===== src/rtl/ddr_mon_pkg.sv =====
package ddr_mon_pkg;

    typedef enum logic [3:0] {
        CMD_NOP      = 4'd0,
        CMD_DESEL    = 4'd1,
        CMD_MRS      = 4'd2,
        CMD_AREF     = 4'd3,
        CMD_SREF_IN  = 4'd4,
        CMD_SREF_OUT = 4'd5,
        CMD_ACT      = 4'd6,
        CMD_RD       = 4'd7,
        CMD_WR       = 4'd8,
        CMD_PRE      = 4'd9,
        CMD_BST      = 4'd10,
        CMD_PDN_IN   = 4'd11,
        CMD_PDN_OUT  = 4'd12
    } cmd_e;

    function automatic logic cmd_is_idle(cmd_e c);
        return (c == CMD_NOP) || (c == CMD_DESEL);
    endfunction

    function automatic logic cmd_has_bank(cmd_e c);
        return (c == CMD_ACT) || (c == CMD_RD) || (c == CMD_WR) || (c == CMD_PRE);
    endfunction

    function automatic logic cmd_is_rw(cmd_e c);
        return (c == CMD_RD) || (c == CMD_WR);
    endfunction

endpackage


===== src/rtl/ddr_cmd_decode.sv =====
module ddr_cmd_decode
    import ddr_mon_pkg::*;
#(
    parameter int BA_W = 2
) (
    input  logic            cke_prev_i,
    input  logic            cke_i,
    input  logic            in_sref_i,
    input  logic            cs_ni,
    input  logic            ras_ni,
    input  logic            cas_ni,
    input  logic            we_ni,
    input  logic [BA_W-1:0] ba_i,
    input  logic            a10_i,
    output cmd_e            cmd_o,
    output logic [BA_W-1:0] bank_o,
    output logic            all_banks_o,
    output logic            auto_pre_o
);

    cmd_e pin_cmd;

    // Pin pattern alone (clock enable not considered)
    always_comb begin
        if (cs_ni) begin
            pin_cmd = CMD_DESEL;
        end else begin
            unique case ({ras_ni, cas_ni, we_ni})
                3'b000:  pin_cmd = CMD_MRS;
                3'b001:  pin_cmd = CMD_AREF;
                3'b010:  pin_cmd = CMD_PRE;
                3'b011:  pin_cmd = CMD_ACT;
                3'b100:  pin_cmd = CMD_WR;
                3'b101:  pin_cmd = CMD_RD;
                3'b110:  pin_cmd = CMD_BST;
                default: pin_cmd = CMD_NOP;
            endcase
        end
    end

    // Clock-enable transitions override the pin pattern
    always_comb begin
        if (!cke_prev_i) begin
            if (cke_i) begin
                cmd_o = in_sref_i ? CMD_SREF_OUT : CMD_PDN_OUT;
            end else begin
                cmd_o = CMD_NOP;
            end
        end else if (!cke_i && (pin_cmd == CMD_AREF)) begin
            cmd_o = CMD_SREF_IN;
        end else if (!cke_i && cmd_is_idle(pin_cmd)) begin
            cmd_o = CMD_PDN_IN;
        end else begin
            cmd_o = pin_cmd;
        end
        bank_o      = cmd_has_bank(cmd_o) ? ba_i : '0;
        all_banks_o = (cmd_o == CMD_PRE) && a10_i;
        auto_pre_o  = cmd_is_rw(cmd_o) && a10_i;
    end

endmodule


===== src/rtl/ddr_bank_track.sv =====
module ddr_bank_track
    import ddr_mon_pkg::*;
#(
    parameter int BA_W      = 2,
    parameter int BURST_LEN = 4,
    parameter int TRP_CYC   = 3
) (
    input  logic                 clk_i,
    input  logic                 rst_ni,
    input  cmd_e                 cmd_i,
    input  logic [BA_W-1:0]      bank_i,
    input  logic                 all_banks_i,
    input  logic                 auto_pre_i,
    output logic [(1<<BA_W)-1:0] open_o,
    output logic                 viol_state_o,
    output logic                 viol_wrap_o
);

    localparam int NB   = 1 << BA_W;
    localparam int HALF = BURST_LEN / 2;
    localparam int CW   = $clog2(HALF + 1);
    localparam int TW   = $clog2(TRP_CYC + 1);

    typedef struct packed {
        logic [NB-1:0]   open;
        logic [CW-1:0]   burst_cnt;
        logic [TW-1:0]   trp_cnt;
        logic [BA_W-1:0] wbank;
    } trk_t;

    trk_t st_d, st_q;
    logic burst_on;
    logic is_rw;

    always_comb begin
        st_d     = st_q;
        burst_on = (st_q.burst_cnt != '0);
        is_rw    = cmd_is_rw(cmd_i);

        viol_state_o = (is_rw && !st_q.open[bank_i]) ||
                       ((cmd_i == CMD_ACT) && st_q.open[bank_i]);
        viol_wrap_o  = (burst_on && is_rw) ||
                       ((st_q.trp_cnt != '0) && (cmd_i == CMD_ACT) &&
                        (bank_i == st_q.wbank));

        // Burst and precharge timers
        if (burst_on) begin
            st_d.burst_cnt = st_q.burst_cnt - 1'b1;
            if (st_q.burst_cnt == CW'(1)) begin
                st_d.open[st_q.wbank] = 1'b0;
                st_d.trp_cnt          = TW'(TRP_CYC);
            end
        end else if (st_q.trp_cnt != '0) begin
            st_d.trp_cnt = st_q.trp_cnt - 1'b1;
        end

        // Command effects on the bank model
        unique case (cmd_i)
            CMD_ACT: st_d.open[bank_i] = 1'b1;
            CMD_PRE: begin
                if (all_banks_i) begin
                    st_d.open = '0;
                end else begin
                    st_d.open[bank_i] = 1'b0;
                end
            end
            CMD_RD: begin
                if (auto_pre_i) begin
                    st_d.open[bank_i] = 1'b0;
                end
            end
            CMD_WR: begin
                if (auto_pre_i && st_q.open[bank_i] && !burst_on) begin
                    st_d.burst_cnt = CW'(HALF);
                    st_d.wbank     = bank_i;
                end
            end
            default: ;
        endcase
    end

    always_ff @(posedge clk_i) begin
        if (!rst_ni) begin
            st_q <= '0;
        end else begin
            st_q <= st_d;
        end
    end

    assign open_o = st_q.open;

endmodule


===== src/rtl/ddr_mode_guard.sv =====
module ddr_mode_guard
    import ddr_mon_pkg::*;
#(
    parameter int MRS_GAP = 2
) (
    input  logic clk_i,
    input  logic rst_ni,
    input  cmd_e cmd_i,
    input  logic cke_i,
    input  logic any_open_i,
    output logic cke_prev_o,
    output logic sref_o,
    output logic pdn_o,
    output logic pdn_act_o,
    output logic viol_mode_o,
    output logic viol_refresh_o,
    output logic viol_gap_o
);

    localparam int GW = $clog2(MRS_GAP + 1);

    typedef struct packed {
        logic          cke;
        logic          sref;
        logic          pdn;
        logic          pdn_act;
        logic [GW-1:0] gap;
    } grd_t;

    grd_t st_d, st_q;

    always_comb begin
        st_d     = st_q;
        st_d.cke = cke_i;

        viol_mode_o    = (cmd_i == CMD_MRS) && any_open_i;
        viol_refresh_o = ((cmd_i == CMD_AREF) || (cmd_i == CMD_SREF_IN)) && any_open_i;
        viol_gap_o     = (st_q.gap != '0) && !cmd_is_idle(cmd_i);

        if (cmd_i == CMD_MRS) begin
            st_d.gap = GW'(MRS_GAP);
        end else if (st_q.gap != '0) begin
            st_d.gap = st_q.gap - 1'b1;
        end

        unique case (cmd_i)
            CMD_SREF_IN:  st_d.sref = 1'b1;
            CMD_SREF_OUT: st_d.sref = 1'b0;
            CMD_PDN_IN: begin
                st_d.pdn     = 1'b1;
                st_d.pdn_act = any_open_i;
            end
            CMD_PDN_OUT: begin
                st_d.pdn     = 1'b0;
                st_d.pdn_act = 1'b0;
            end
            default: ;
        endcase
    end

    always_ff @(posedge clk_i) begin
        if (!rst_ni) begin
            st_q     <= '0;
            st_q.cke <= 1'b1;
        end else begin
            st_q <= st_d;
        end
    end

    assign cke_prev_o = st_q.cke;
    assign sref_o     = st_q.sref;
    assign pdn_o      = st_q.pdn;
    assign pdn_act_o  = st_q.pdn_act;

endmodule


===== src/rtl/ddr_cmd_monitor.sv =====
module ddr_cmd_monitor
    import ddr_mon_pkg::*;
#(
    parameter int BA_W      = 2,
    parameter int BURST_LEN = 4,
    parameter int TRP_CYC   = 3,
    parameter int MRS_GAP   = 2
) (
    input  logic                 clk_i,
    input  logic                 rst_ni,
    input  logic                 cke_i,
    input  logic                 cs_ni,
    input  logic                 ras_ni,
    input  logic                 cas_ni,
    input  logic                 we_ni,
    input  logic [BA_W-1:0]      ba_i,
    input  logic                 a10_i,
    output logic [3:0]           cmd_o,
    output logic [BA_W-1:0]      bank_o,
    output logic                 all_banks_o,
    output logic                 auto_pre_o,
    output logic                 viol_state_o,
    output logic                 viol_mode_o,
    output logic                 viol_refresh_o,
    output logic                 viol_gap_o,
    output logic                 viol_wrap_o,
    output logic [(1<<BA_W)-1:0] bank_open_o,
    output logic                 sref_o,
    output logic                 pdn_o,
    output logic                 pdn_active_o
);

    localparam int NUM_BANKS = 1 << BA_W;

    typedef struct packed {
        logic [3:0]      cmd;
        logic [BA_W-1:0] bank;
        logic            all;
        logic            ap;
        logic            v_state;
        logic            v_mode;
        logic            v_ref;
        logic            v_gap;
        logic            v_wrap;
    } out_t;

    out_t out_d, out_q;

    cmd_e                 dec_cmd;
    logic [BA_W-1:0]      dec_bank;
    logic                 dec_all;
    logic                 dec_ap;
    logic                 cke_prev;
    logic                 in_sref;
    logic [NUM_BANKS-1:0] open_st;
    logic                 v_state, v_wrap, v_mode, v_ref, v_gap;

    ddr_cmd_decode #(.BA_W(BA_W)) dec_i (
        .cke_prev_i  (cke_prev),
        .cke_i       (cke_i),
        .in_sref_i   (in_sref),
        .cs_ni       (cs_ni),
        .ras_ni      (ras_ni),
        .cas_ni      (cas_ni),
        .we_ni       (we_ni),
        .ba_i        (ba_i),
        .a10_i       (a10_i),
        .cmd_o       (dec_cmd),
        .bank_o      (dec_bank),
        .all_banks_o (dec_all),
        .auto_pre_o  (dec_ap)
    );

    ddr_bank_track #(
        .BA_W      (BA_W),
        .BURST_LEN (BURST_LEN),
        .TRP_CYC   (TRP_CYC)
    ) trk_i (
        .clk_i        (clk_i),
        .rst_ni       (rst_ni),
        .cmd_i        (dec_cmd),
        .bank_i       (dec_bank),
        .all_banks_i  (dec_all),
        .auto_pre_i   (dec_ap),
        .open_o       (open_st),
        .viol_state_o (v_state),
        .viol_wrap_o  (v_wrap)
    );

    ddr_mode_guard #(.MRS_GAP(MRS_GAP)) grd_i (
        .clk_i          (clk_i),
        .rst_ni         (rst_ni),
        .cmd_i          (dec_cmd),
        .cke_i          (cke_i),
        .any_open_i     (|open_st),
        .cke_prev_o     (cke_prev),
        .sref_o         (in_sref),
        .pdn_o          (pdn_o),
        .pdn_act_o      (pdn_active_o),
        .viol_mode_o    (v_mode),
        .viol_refresh_o (v_ref),
        .viol_gap_o     (v_gap)
    );

    always_comb begin
        out_d         = '0;
        out_d.cmd     = dec_cmd;
        out_d.bank    = dec_bank;
        out_d.all     = dec_all;
        out_d.ap      = dec_ap;
        out_d.v_state = v_state;
        out_d.v_mode  = v_mode;
        out_d.v_ref   = v_ref;
        out_d.v_gap   = v_gap;
        out_d.v_wrap  = v_wrap;
    end

    always_ff @(posedge clk_i) begin
        if (!rst_ni) begin
            out_q <= '0;
        end else begin
            out_q <= out_d;
        end
    end

    assign cmd_o          = out_q.cmd;
    assign bank_o         = out_q.bank;
    assign all_banks_o    = out_q.all;
    assign auto_pre_o     = out_q.ap;
    assign viol_state_o   = out_q.v_state;
    assign viol_mode_o    = out_q.v_mode;
    assign viol_refresh_o = out_q.v_ref;
    assign viol_gap_o     = out_q.v_gap;
    assign viol_wrap_o    = out_q.v_wrap;
    assign bank_open_o    = open_st;
    assign sref_o         = in_sref;

endmodule


===== config.mk =====
export PLATFORM = sky130hd
export DESIGN_NAME = ddr_cmd_monitor
export DESIGN_NICKNAME = d
export VERILOG_FILES = /design/src/rtl/ddr_mon_pkg.sv /design/src/rtl/ddr_cmd_decode.sv /design/src/rtl/ddr_bank_track.sv /design/src/rtl/ddr_mode_guard.sv /design/src/rtl/ddr_cmd_monitor.sv
export SDC_FILE = /design/constraint.sdc
export NUM_CORES = 1
export LEC_CHECK = 0
export ABC_AREA = 1
export BUFFER_PORTS_ARGS = -buffer_cell sky130_fd_sc_hd__buf_2
export CORE_AREA = 2 2 79 81
export DETAILED_ROUTE_END_ITERATION = 10
export DIE_AREA = 0 0 81 83
export HOLD_SLACK_MARGIN = 0.05
export PLACE_DENSITY = 0.53
export SETUP_SLACK_MARGIN = 0.4
export SLEW_MARGIN = 30
export SYNTH_ARGS = -nofsm -noshare
export SYNTH_HDL_FRONTEND = slang
export SYNTH_SLANG_ARGS = --single-unit

===== constraint.sdc =====
create_clock -name clk_i -period 2.3 [get_ports clk_i]
set_input_delay 0.23 -clock clk_i [delete_from_list [all_inputs] [get_ports clk_i]]
set_output_delay 0.23 -clock clk_i [all_outputs]
set_load 0.005 [all_outputs]

==> results.json, run 1 <==
{
  "synthDominantCellAreaShare_pct": 38.1,
  "critPathBufInv": 2,
  "finalWorstSetupSlack_ns": 0.567,
  "port_buffers": 29,
  "combPwrFrac_pct": 20.7,
  "critPathTopFamily": "simple AND/OR/NAND/NOR gates",
  "final.setup.tns_ns": 0,
  "rsz0062_at_grt": "true",
  "antenna_found_initial": 0,
  "cp-end-kind": "flop",
  "start_util_pct": 26.2,
  "power_density_nw_per_um2": 689,
  "antenna_left": 0,
  "maxCapViolations": 0,
  "clkSinkCount": 29,
  "path_depth": 15,
  "rows": 28,
  "placed_cells": 318,
  "synthTopCellsByArea": "dfxtp_1, nand2_1, inv_1",
  "arrival_ns": 1.91,
  "netlist-cell-type-count": 31,
  "synth_flop_cell": "dfxtp_1",
  "core_um2": 5820,
  "grt_pass1_vias": 1350,
  "synth_edf_count": 0,
  "first_pass_iters": 4,
  "syn_nets": 230,
  "grt_start_max_net_pins": 20,
  "crit_path_max_incr_delay_ns": 0.36,
  "p_sw_w": 0.000379,
  "timing.final.crit_share_pct": 75.4,
  "die_width_um": 81,
  "synth_seq_cells": 29,
  "final_cells": 326,
  "hold_class": "in2reg",
  "use_met3_pct": 3.48,
  "synth_cells": 219,
  "outcome": "completed",
  "ios": 30,
  "hold_buffers": 0,
  "setup_viol": 0,
  "insertion_delay_ns": 0.28,
  "fin_crit_ns": 1.73,
  "postSynth.asyncResetShare_pct": 0,
  "place_ws_ns": 0.386,
  "gp_congestion": 0.864,
  "yosys_warnings": 0,
  "drt_iter0_markers": 195,
  "skew_ns": 0.00696,
  "hold_ws_ns": 0.221,
  "track_usage_pct": 11.6,
  "grt.busiest_layer": "met2",
  "final_nets": 261,
  "post-synth-top-count-cell": "nand2_1",
  "crit_fanout": 7,
  "cts_root_buffer": "clkbuf_8",
  "internal_power_w": 0.000900,
  "start_kind": "flop",
  "hold_viol_final": 0,
  "gr-total-overflow": 0,
  "leakagePower_nw": 0.846,
  "numCtsBuffers": 5,
  "peakVddDrop_mv": 0.295,
  "clockBufferDepth": 2,
  "drc": 0,
  "use_met2_pct": 17.6,
  "gr-usage-met1_pct": 15.5,
  "syn-cell-area_um2": 1530,
  "dieArea_um2": 6720,
  "seq_area_frac_synth_pct": 38.1,
  "dp_hpwl_mm": 2.68,
  "relSlewSlack_pct": 61.5,
  "critical_path_class": "reg2reg",
  "syn_to_final_growth_pct": 21.7,
  "vias_per_cell": 4.42,
  "slowest_stage": "dfxtp_2",
  "drive_gt1_share_pct": 27.5,
  "htree_levels": 2,
  "yosysTopAreaCell": "dfxtp_1",
  "cp.required_ns": 2.47,
  "diodes": 0,
  "wl_per_cell_um": 11.0,
  "sw_frac_of_total_pct": 29.6,
  "max_freq_ghz": 0.577,
  "synth_common_cells": "nand2_1, inv_1, nor2_1, dfxtp_1",
  "syn_avg_cell_area_um2": 6.96,
  "rr_worst_depth": 15,
  "pwr-share-seq_pct": 42.7,
  "cts_tree": "built",
  "clkPwrFrac_pct": 36.6,
  "grt_pass1_wl_mm": 6.11,
  "crit_chain": "inv_2 > nand2_1 > nor2_1 > inv_2 > nand2_2 > nor2_4 > nand2_2 > nand3_4 > o21ai_4 > nand2_2 > nand2_2 > nor2_4 > nand3_1 > nand2_1 > nor2_1",
  "min_path_cells": 3,
  "clkTransAtPathRegs_ns": 0.07,
  "worst_slew_pin_slew_ns": 0.574,
  "wl_mm": 3.58,
  "fin_total_pwr_w": 0.00128,
  "cp_common_cell": "nand2_2",
  "vias": 1442,
  "dieHeight_um": 83,
  "maxSlewViolCount": 0
}
## worst register-to-register path: stages (launching register included)
cell,delay (ns)
dfxtp_2,0.36
inv_2,0.06
nand2_1,0.07
nor2_1,0.05
inv_2,0.08
nand2_2,0.09
nor2_4,0.14
nand2_2,0.08
nand3_4,0.13
o21ai_4,0.09
nand2_2,0.06
nand2_2,0.07
nor2_4,0.16
nand3_1,0.09
nand2_1,0.08
nor2_1,0.04
## stage by stage
stage | util (%) | cell area (µm²)
CTS | 31.6 | 1840
finish | 31.9 | 1860
global route | 31.9 | 1860
floorplan | - | 1530
global placement | 29.8 | 1730
detailed placement | 29.8 | 1730
## kinds of logic after synthesis
group	synth area share, %
DFF	38.1
AOI/OAI and AO/OA	12.5
adders and majority gates	0.820
and+or+nand+nor	37.2
buffers and inverters	10.8
xor gates and xnor gates	0.574
## metal layers
| layer | vias to the layer above | part of all wire [%] |
|---|---|---|
| met2 | 42 | 43 |
| li1 | 758 | - |
| met5 | - | 0 |
| met1 | 638 | 50 |
| met3 | 4 | 5.9 |
| met4 | 0 | 1.2 |
## layout make-up
class / count / area [µm²]
inverters: 34 / 128
clock inverters: 1 / 5.00
well taps: 75 / 93.8
clock buffers: 7 / 96.3
repair buffers: 30 / 153
multi-input cells: 150 / 798
fillers: 653 / 3960
flip-flops and latches: 29 / 582
## flip-flops by register name (all words and copies together) (netlist names)
register,cells
viol_gap_o,1
viol_wrap_o,1
grd_i.cke_prev_o,1
grd_i.pdn_o,1
trk_i.st_q,6
auto_pre_o,1
viol_state_o,1
trk_i.open_o,4
grd_i.sref_o,1
bank_o,2
grd_i.st_q,2
viol_refresh_o,1
viol_mode_o,1
grd_i.pdn_act_o,1
cmd_o,4
all_banks_o,1
## cell usage in the layout (no fill, tap or decap), types with 2 or more instances in the layout
| master | count |
|---|---|
| nor2_2 | 4 |
| nand3_1 | 13 |
| nor2_1 | 32 |
| a21boi_2 | 2 |
| nand3_4 | 2 |
| nor2_4 | 3 |
| a21oi_1 | 13 |
| nand4_1 | 4 |
| inv_2 | 3 |
| clkbuf_8 | 7 |
| buf_2 | 29 |
| nor3_1 | 4 |
| inv_1 | 30 |
| o21ai_0 | 6 |
| nand2_2 | 12 |
| a31oi_1 | 4 |
| o21ai_1 | 2 |
| dfxtp_1 | 28 |
| nand2_1 | 39 |
## power by group through the flow
stage,sequential [W],combinational [W],clock [W]
after floorplan,0.000557,0.000192,0
after detailed placement,0.000557,0.000259,0
final,0.000546,0.000265,0.000468
after global placement,0.000556,0.000257,0
after CTS,0.000546,0.000260,0.000487
after global routing,0.000548,0.000307,0.000507
## worst paths after layout
| path | start | end | slack [ns] |
|---|---|---|---|
| min reg2reg | grd_i.st_q[0] | grd_i.st_q[0] | 0.45 |
| max | grd_i.cke_prev_o | trk_i.st_q[1] | 0.57 |
| min | cke_i | grd_i.cke_prev_o | 0.22 |
| max reg2reg | grd_i.cke_prev_o | trk_i.st_q[1] | 0.57 |
## repair_timing
item	4_1_cts	5_1_grt
gates resized for setup	0	7
endpoints found under the setup margin	0	9
setup buffers	0	0
Note: power is estimated with default switching activity, not from simulation.
==> inputs of run 2 (changes only) <==
==> constraint.sdc (replaced) <==
create_clock -name clk_i -period 1.7 [get_ports clk_i]
set_input_delay 0.17 -clock clk_i [delete_from_list [all_inputs] [get_ports clk_i]]
set_output_delay 0.17 -clock clk_i [all_outputs]
set_load 0.005 [all_outputs]
==> run 2 against run 1 <==
Against the previous run:
- cell area up 19%
- clock skew down 0.0018 ns
- highest routed layer unchanged
- register-to-register slack worse by 0.48 ns
- largest power group unchanged
- critical path type unchanged
- wire length up 7.9%
- clock-buffer cell count down 2
==> results.json, run 2 (same netlist as run 1, synthesis figures left out) <==
{
  "grt_pass1_wl_mm": 6.56,
  "maxCapViolations": 0,
  "critical_path_class": "reg2reg",
  "antenna_left": 0,
  "wl_met1_mm": 1.81,
  "met2_length_mm": 1.86,
  "vias_per_cell": 4.34,
  "gp_congestion": 0.840,
  "worst_slew_pin_slew_ns": 0.321,
  "multi_input_area_um2": 918,
  "setup_viol": 0,
  "hold_buffers": 0,
  "fin_total_pwr_w": 0.00179,
  "crit_fanout": 7,
  "rows": 28,
  "dieArea_um2": 6720,
  "wl_mm": 3.87,
  "vias": 1539,
  "drt_iter0_markers": 98,
  "cts_root_buffer": "clkbuf_8",
  "min_path_cells": 2,
  "peakVddDrop_mv": 0.309,
  "start_kind": "flop",
  "fillCellCount": 631,
  "relSlewSlack_pct": 78.3,
  "cp.required_ns": 1.88,
  "arrival_ns": 1.80,
  "htree_levels": 2,
  "rr_worst_depth": 12,
  "grt_pass1_vias": 1450,
  "maxSlewViolCount": 0,
  "wl_met3_um": 148,
  "hold_class": "in2reg",
  "antenna_found_initial": 0,
  "final_nets": 290,
  "clkSinkCount": 29,
  "port_buffers": 29,
  "rsz0062_at_grt": "true",
  "syn_to_final_growth_pct": 44.5,
  "wl_per_cell_um": 10.9,
  "finalWorstSetupSlack_ns": 0.0826,
  "dr.max_layer_used": "met4",
  "grt_start_max_net_pins": 15,
  "track_usage_pct": 12.3,
  "leakagePower_nw": 1.01,
  "dp_hpwl_mm": 2.96,
  "skew_ns": 0.00518,
  "place_ws_ns": -0.0836,
  "largest_reg_flops": 6,
  "hold_viol_final": 0,
  "drive_gt1_share_pct": 45.4,
  "layout_common_cells": "nand2_1, buf_2, dfxtp_1, inv_1, buf_4",
  "max_freq_ghz": 0.618,
  "cts_tree": "built",
  "diodes": 0,
  "fin_crit_ns": 1.62,
  "start_util_pct": 26.2,
  "gr-total-overflow": 0,
  "die_width_um": 81,
  "drc": 0,
  "insertion_delay_ns": 0.29,
  "clockBufferDepth": 2,
  "clkTransAtPathRegs_ns": 0.06,
  "first_pass_iters": 4,
  "numCtsBuffers": 5,
  "dieHeight_um": 83,
  "cp-end-kind": "flop",
  "regMostFlops": "trk_i.st_q",
  "timing.final.crit_share_pct": 95.1,
  "core_um2": 5820,
  "layout_commonest_cell": "nand2_1",
  "ios": 30,
  "ff_latch_area_um2": 584,
  "outcome": "completed",
  "power_density_nw_per_um2": 810
}
run 2: stage by stage:
stage | utilization, % | instance area [µm²] | setup TNS (ns) | cells | hold WS, ns
after CTS | 36.4 | 2120 | 0 | 352 | 0.171
after global routing | 37.9 | 2200 | -0.0914 | 355 | 0.181
final | 37.9 | 2200 | 0 | 355 | 0.167
after detailed placement | 33.3 | 1930 | -0.370 | 340 | 0.436
after floorplan | - | 1560 | 0 | 219 | 0.266
after global placement | 33.3 | 1930 | -0.269 | 340 | 0.423
run 2: power breakdown:
part	internal, W	switching (W)
clock	0.000282	0.000280
combinational	0.000212	0.000272
sequential	0.000722	0.0000168
total	0.00122	0.000569
run 2: final timing paths:
kind,to,slack (ns),start
min reg2reg,grd_i.st_q[0],0.47,grd_i.st_q[0]
min,grd_i.cke_prev_o,0.17,rst_ni
max,trk_i.st_q[0],0.08,grd_i.cke_prev_o
max reg2reg,trk_i.st_q[0],0.08,grd_i.cke_prev_o
run 2: layout make-up:
| type | instances | share of cell area (%) |
|---|---|---|
| Timing Repair Buffer | 59 | 17.7 |
| Multi-Input combinational cell | 150 | 41.7 |
| Sequential cell | 29 | 26.5 |
| Tap cell | 75 | 4.26 |
| Clock inverter | 3 | 0.795 |
| Inverter | 34 | 6.02 |
| Clock buffer | 5 | 3.12 |
run 2: timing repair:
item	4_1_cts	5_1_grt
pin swaps	7	7
gates cloned	0	0
setup buffers	4	3
resized for setup	21	22
setup endpoints to repair	19	19
run 2: worst max-delay path, stage by stage (launching register included):
cell	delay, ns
dfxtp_4	0.37
inv_4	0.05
nand2_2	0.06
a21boi_4	0.21
nor2_4	0.07
nand2_2	0.09
nand3_4	0.11
nand4_1	0.11
nand2_2	0.09
nor2_4	0.18
nand3_2	0.08
nand2_1	0.06
nor2_1	0.03
run 2: metal layers:
layer,track usage (%),up-vias
met5,0,-
met4,4.31,0
met3,3.91,6
met2,19.8,33
met1,15.3,686
li1,-,814
==> inputs of run 3 (changes only) <==
--- a/config.mk
+++ b/config.mk
@@ -7,11 +7,13 @@
 export LEC_CHECK = 0
 export ABC_AREA = 1
 export BUFFER_PORTS_ARGS = -buffer_cell sky130_fd_sc_hd__buf_2
+export CELL_PAD_IN_SITES_DETAIL_PLACEMENT = 0
+export CELL_PAD_IN_SITES_GLOBAL_PLACEMENT = 1
 export CORE_AREA = 2 2 79 81
 export DETAILED_ROUTE_END_ITERATION = 10
 export DIE_AREA = 0 0 81 83
 export HOLD_SLACK_MARGIN = 0.05
-export PLACE_DENSITY = 0.53
+export PLACE_DENSITY = 0.66
 export SETUP_SLACK_MARGIN = 0.4
 export SLEW_MARGIN = 30
 export SYNTH_ARGS = -nofsm -noshare
==> run 3 against run 2 <==
Against the previous run:
- non-clock buffer count grew 8
- wire length grew 3.6%
- via count grew 3.3%
- clock skew shrank 0.0017 ns
- register-to-register slack lost 0.08 ns
- worst setup slack lost 0.081 ns
- critical endpoint is now grd_i.pdn_act_o
==> results.json, run 3 (same netlist as run 1, synthesis figures left out) <==
{
  "hold_ws_ns": 0.178,
  "antenna_found_initial": 0,
  "skew_ns": 0.00345,
  "holdCritStartpoint": "rst_ni",
  "regMostFlops": "trk_i.st_q",
  "fin_crit_ns": 1.70,
  "vias": 1590,
  "gp_congestion": 0.831,
  "crit_path_max_incr_delay_ns": 0.36,
  "final.setup.tns_ns": 0,
  "clkTransAtPathRegs_ns": 0.06,
  "place_ws_ns": -0.109,
  "grt_pass1_wl_mm": 6.78,
  "worst_slew_pin_slew_ns": 0.293,
  "dp_hpwl_mm": 2.96,
  "port_buffers": 29,
  "leakagePower_nw": 1.08,
  "setup_viol": 0,
  "finalWorstSetupSlack_ns": 0.00149,
  "maxSlewViolCount": 0,
  "gr-total-overflow": 0,
  "rr_startpoint": "grd_i.cke_prev_o",
  "drc": 0,
  "insertion_delay_ns": 0.28,
  "cts_root_buffer": "clkbuf_8",
  "grt_start_max_net_pins": 13,
  "track_usage_pct": 12.8,
  "layout_common_cells": "buf_4, nand2_1, inv_1, buf_2, dfxtp_1",
  "outcome": "completed",
  "start_util_pct": 26.2,
  "die_width_um": 81,
  "relSlewSlack_pct": 80.2,
  "dieHeight_um": 83,
  "crit_chain": "inv_4 > nand2_2 > nor2_1 > inv_1 > buf_4 > buf_4 > buf_4 > buf_4 > buf_4 > buf_4 > buf_6 > nand4_1 > o21ai_1",
  "ios": 30,
  "crit_fanout": 3,
  "start_kind": "flop",
  "final_nets": 298,
  "drt_iter0_markers": 85,
  "dieArea_um2": 6720,
  "crit_path_start": "grd_i.cke_prev_o",
  "maxCapViolations": 0,
  "hold_class": "in2reg",
  "diodes": 0,
  "critical_path_class": "reg2reg",
  "largest_reg_flops": 6,
  "slowest_stage": "dfxtp_4",
  "syn_to_final_growth_pct": 50.9,
  "vias_per_cell": 4.38,
  "wl_mm": 4.01,
  "clockBufferDepth": 2,
  "hold_viol_final": 0,
  "rsz0062_at_grt": "true",
  "drive_gt1_share_pct": 46.9,
  "cp.required_ns": 1.87,
  "numCtsBuffers": 5,
  "core_um2": 5820,
  "peakVddDrop_mv": 0.616,
  "wl_per_cell_um": 11.0,
  "htree_levels": 2,
  "first_pass_iters": 4,
  "layout_commonest_cell": "buf_4",
  "arrival_ns": 1.87,
  "cp-end-kind": "flop",
  "min_path_cells": 2,
  "rr_worst_depth": 13,
  "clkSinkCount": 29,
  "antenna_left": 0,
  "hold_buffers": 0,
  "cts_tree": "built",
  "grt_pass1_vias": 1556,
  "max_freq_ghz": 0.589,
  "cp_common_cell": "buf_4",
  "power_density_nw_per_um2": 810,
  "timing.final.crit_share_pct": 99.9,
  "rows": 28
}
run 3: cell count changes in the layout (fill, tap and decap cells not counted), sizes merged:
cell / change
clkinvlp: -1
buf: +8
clkinv: -1
clkbuf: +2
run 3: final timing paths:
kind,slack [ns],to
setup / recovery,0.001,grd_i.pdn_act_o
setup reg to reg,0.001,grd_i.pdn_act_o
hold / removal,0.18,grd_i.cke_prev_o
hold reg to reg,0.46,grd_i.st_q[0]
run 3: layout make-up:
type                       count  area, µm²
sequential                    29        584
inverter                      34        130
clock buffer                   7       96.3
fill                         673       3510
timing repair buffer          67        442
tap                           75       93.8
multi-input combinational    150        951
clock inverter                 1       5.00
run 3: per-stage QoR:
step                power [W]  utilization, %  cells  cell area, µm²
CTS                   0.00184            37.3    356            2170
global route          0.00198            39.6    363            2300
floorplan             0.00102               -    219            1560
finish                0.00186            39.6    363            2300
global placement      0.00117            33.1    339            1930
detailed placement    0.00117            33.1    339            1930
run 3: repair_timing:
item	CTS	global route
buffers inserted	9	7
pin swaps	9	5
gates resized for setup	22	22
endpoints found under the hold margin	0	0
setup endpoints to repair	19	20
run 3: worst max-delay path, delay by kind of cell (launching register included):
family | cells | cell delay [ns]
compound gates | 1 | 0.06
flops | 1 | 0.36
simple gates | 3 | 0.18
buf+inv | 9 | 0.98
run 3: power breakdown:
part           switching (W)  internal (W)  leakage, nW  total, W
clock network       0.000263      0.000365       0.0542  0.000628
logic               0.000274      0.000224        0.790  0.000497
registers          0.0000167      0.000722        0.236  0.000739
total               0.000553       0.00131         1.08   0.00186
run 3: per-layer routing:
metal	part of all wire [%]	track usage, %	wire length (µm)
met1	46	16.4	1860
met2	49	21.0	1960
met3	3.9	3.26	155
met4	0.90	3.39	36
met5	0	0	0
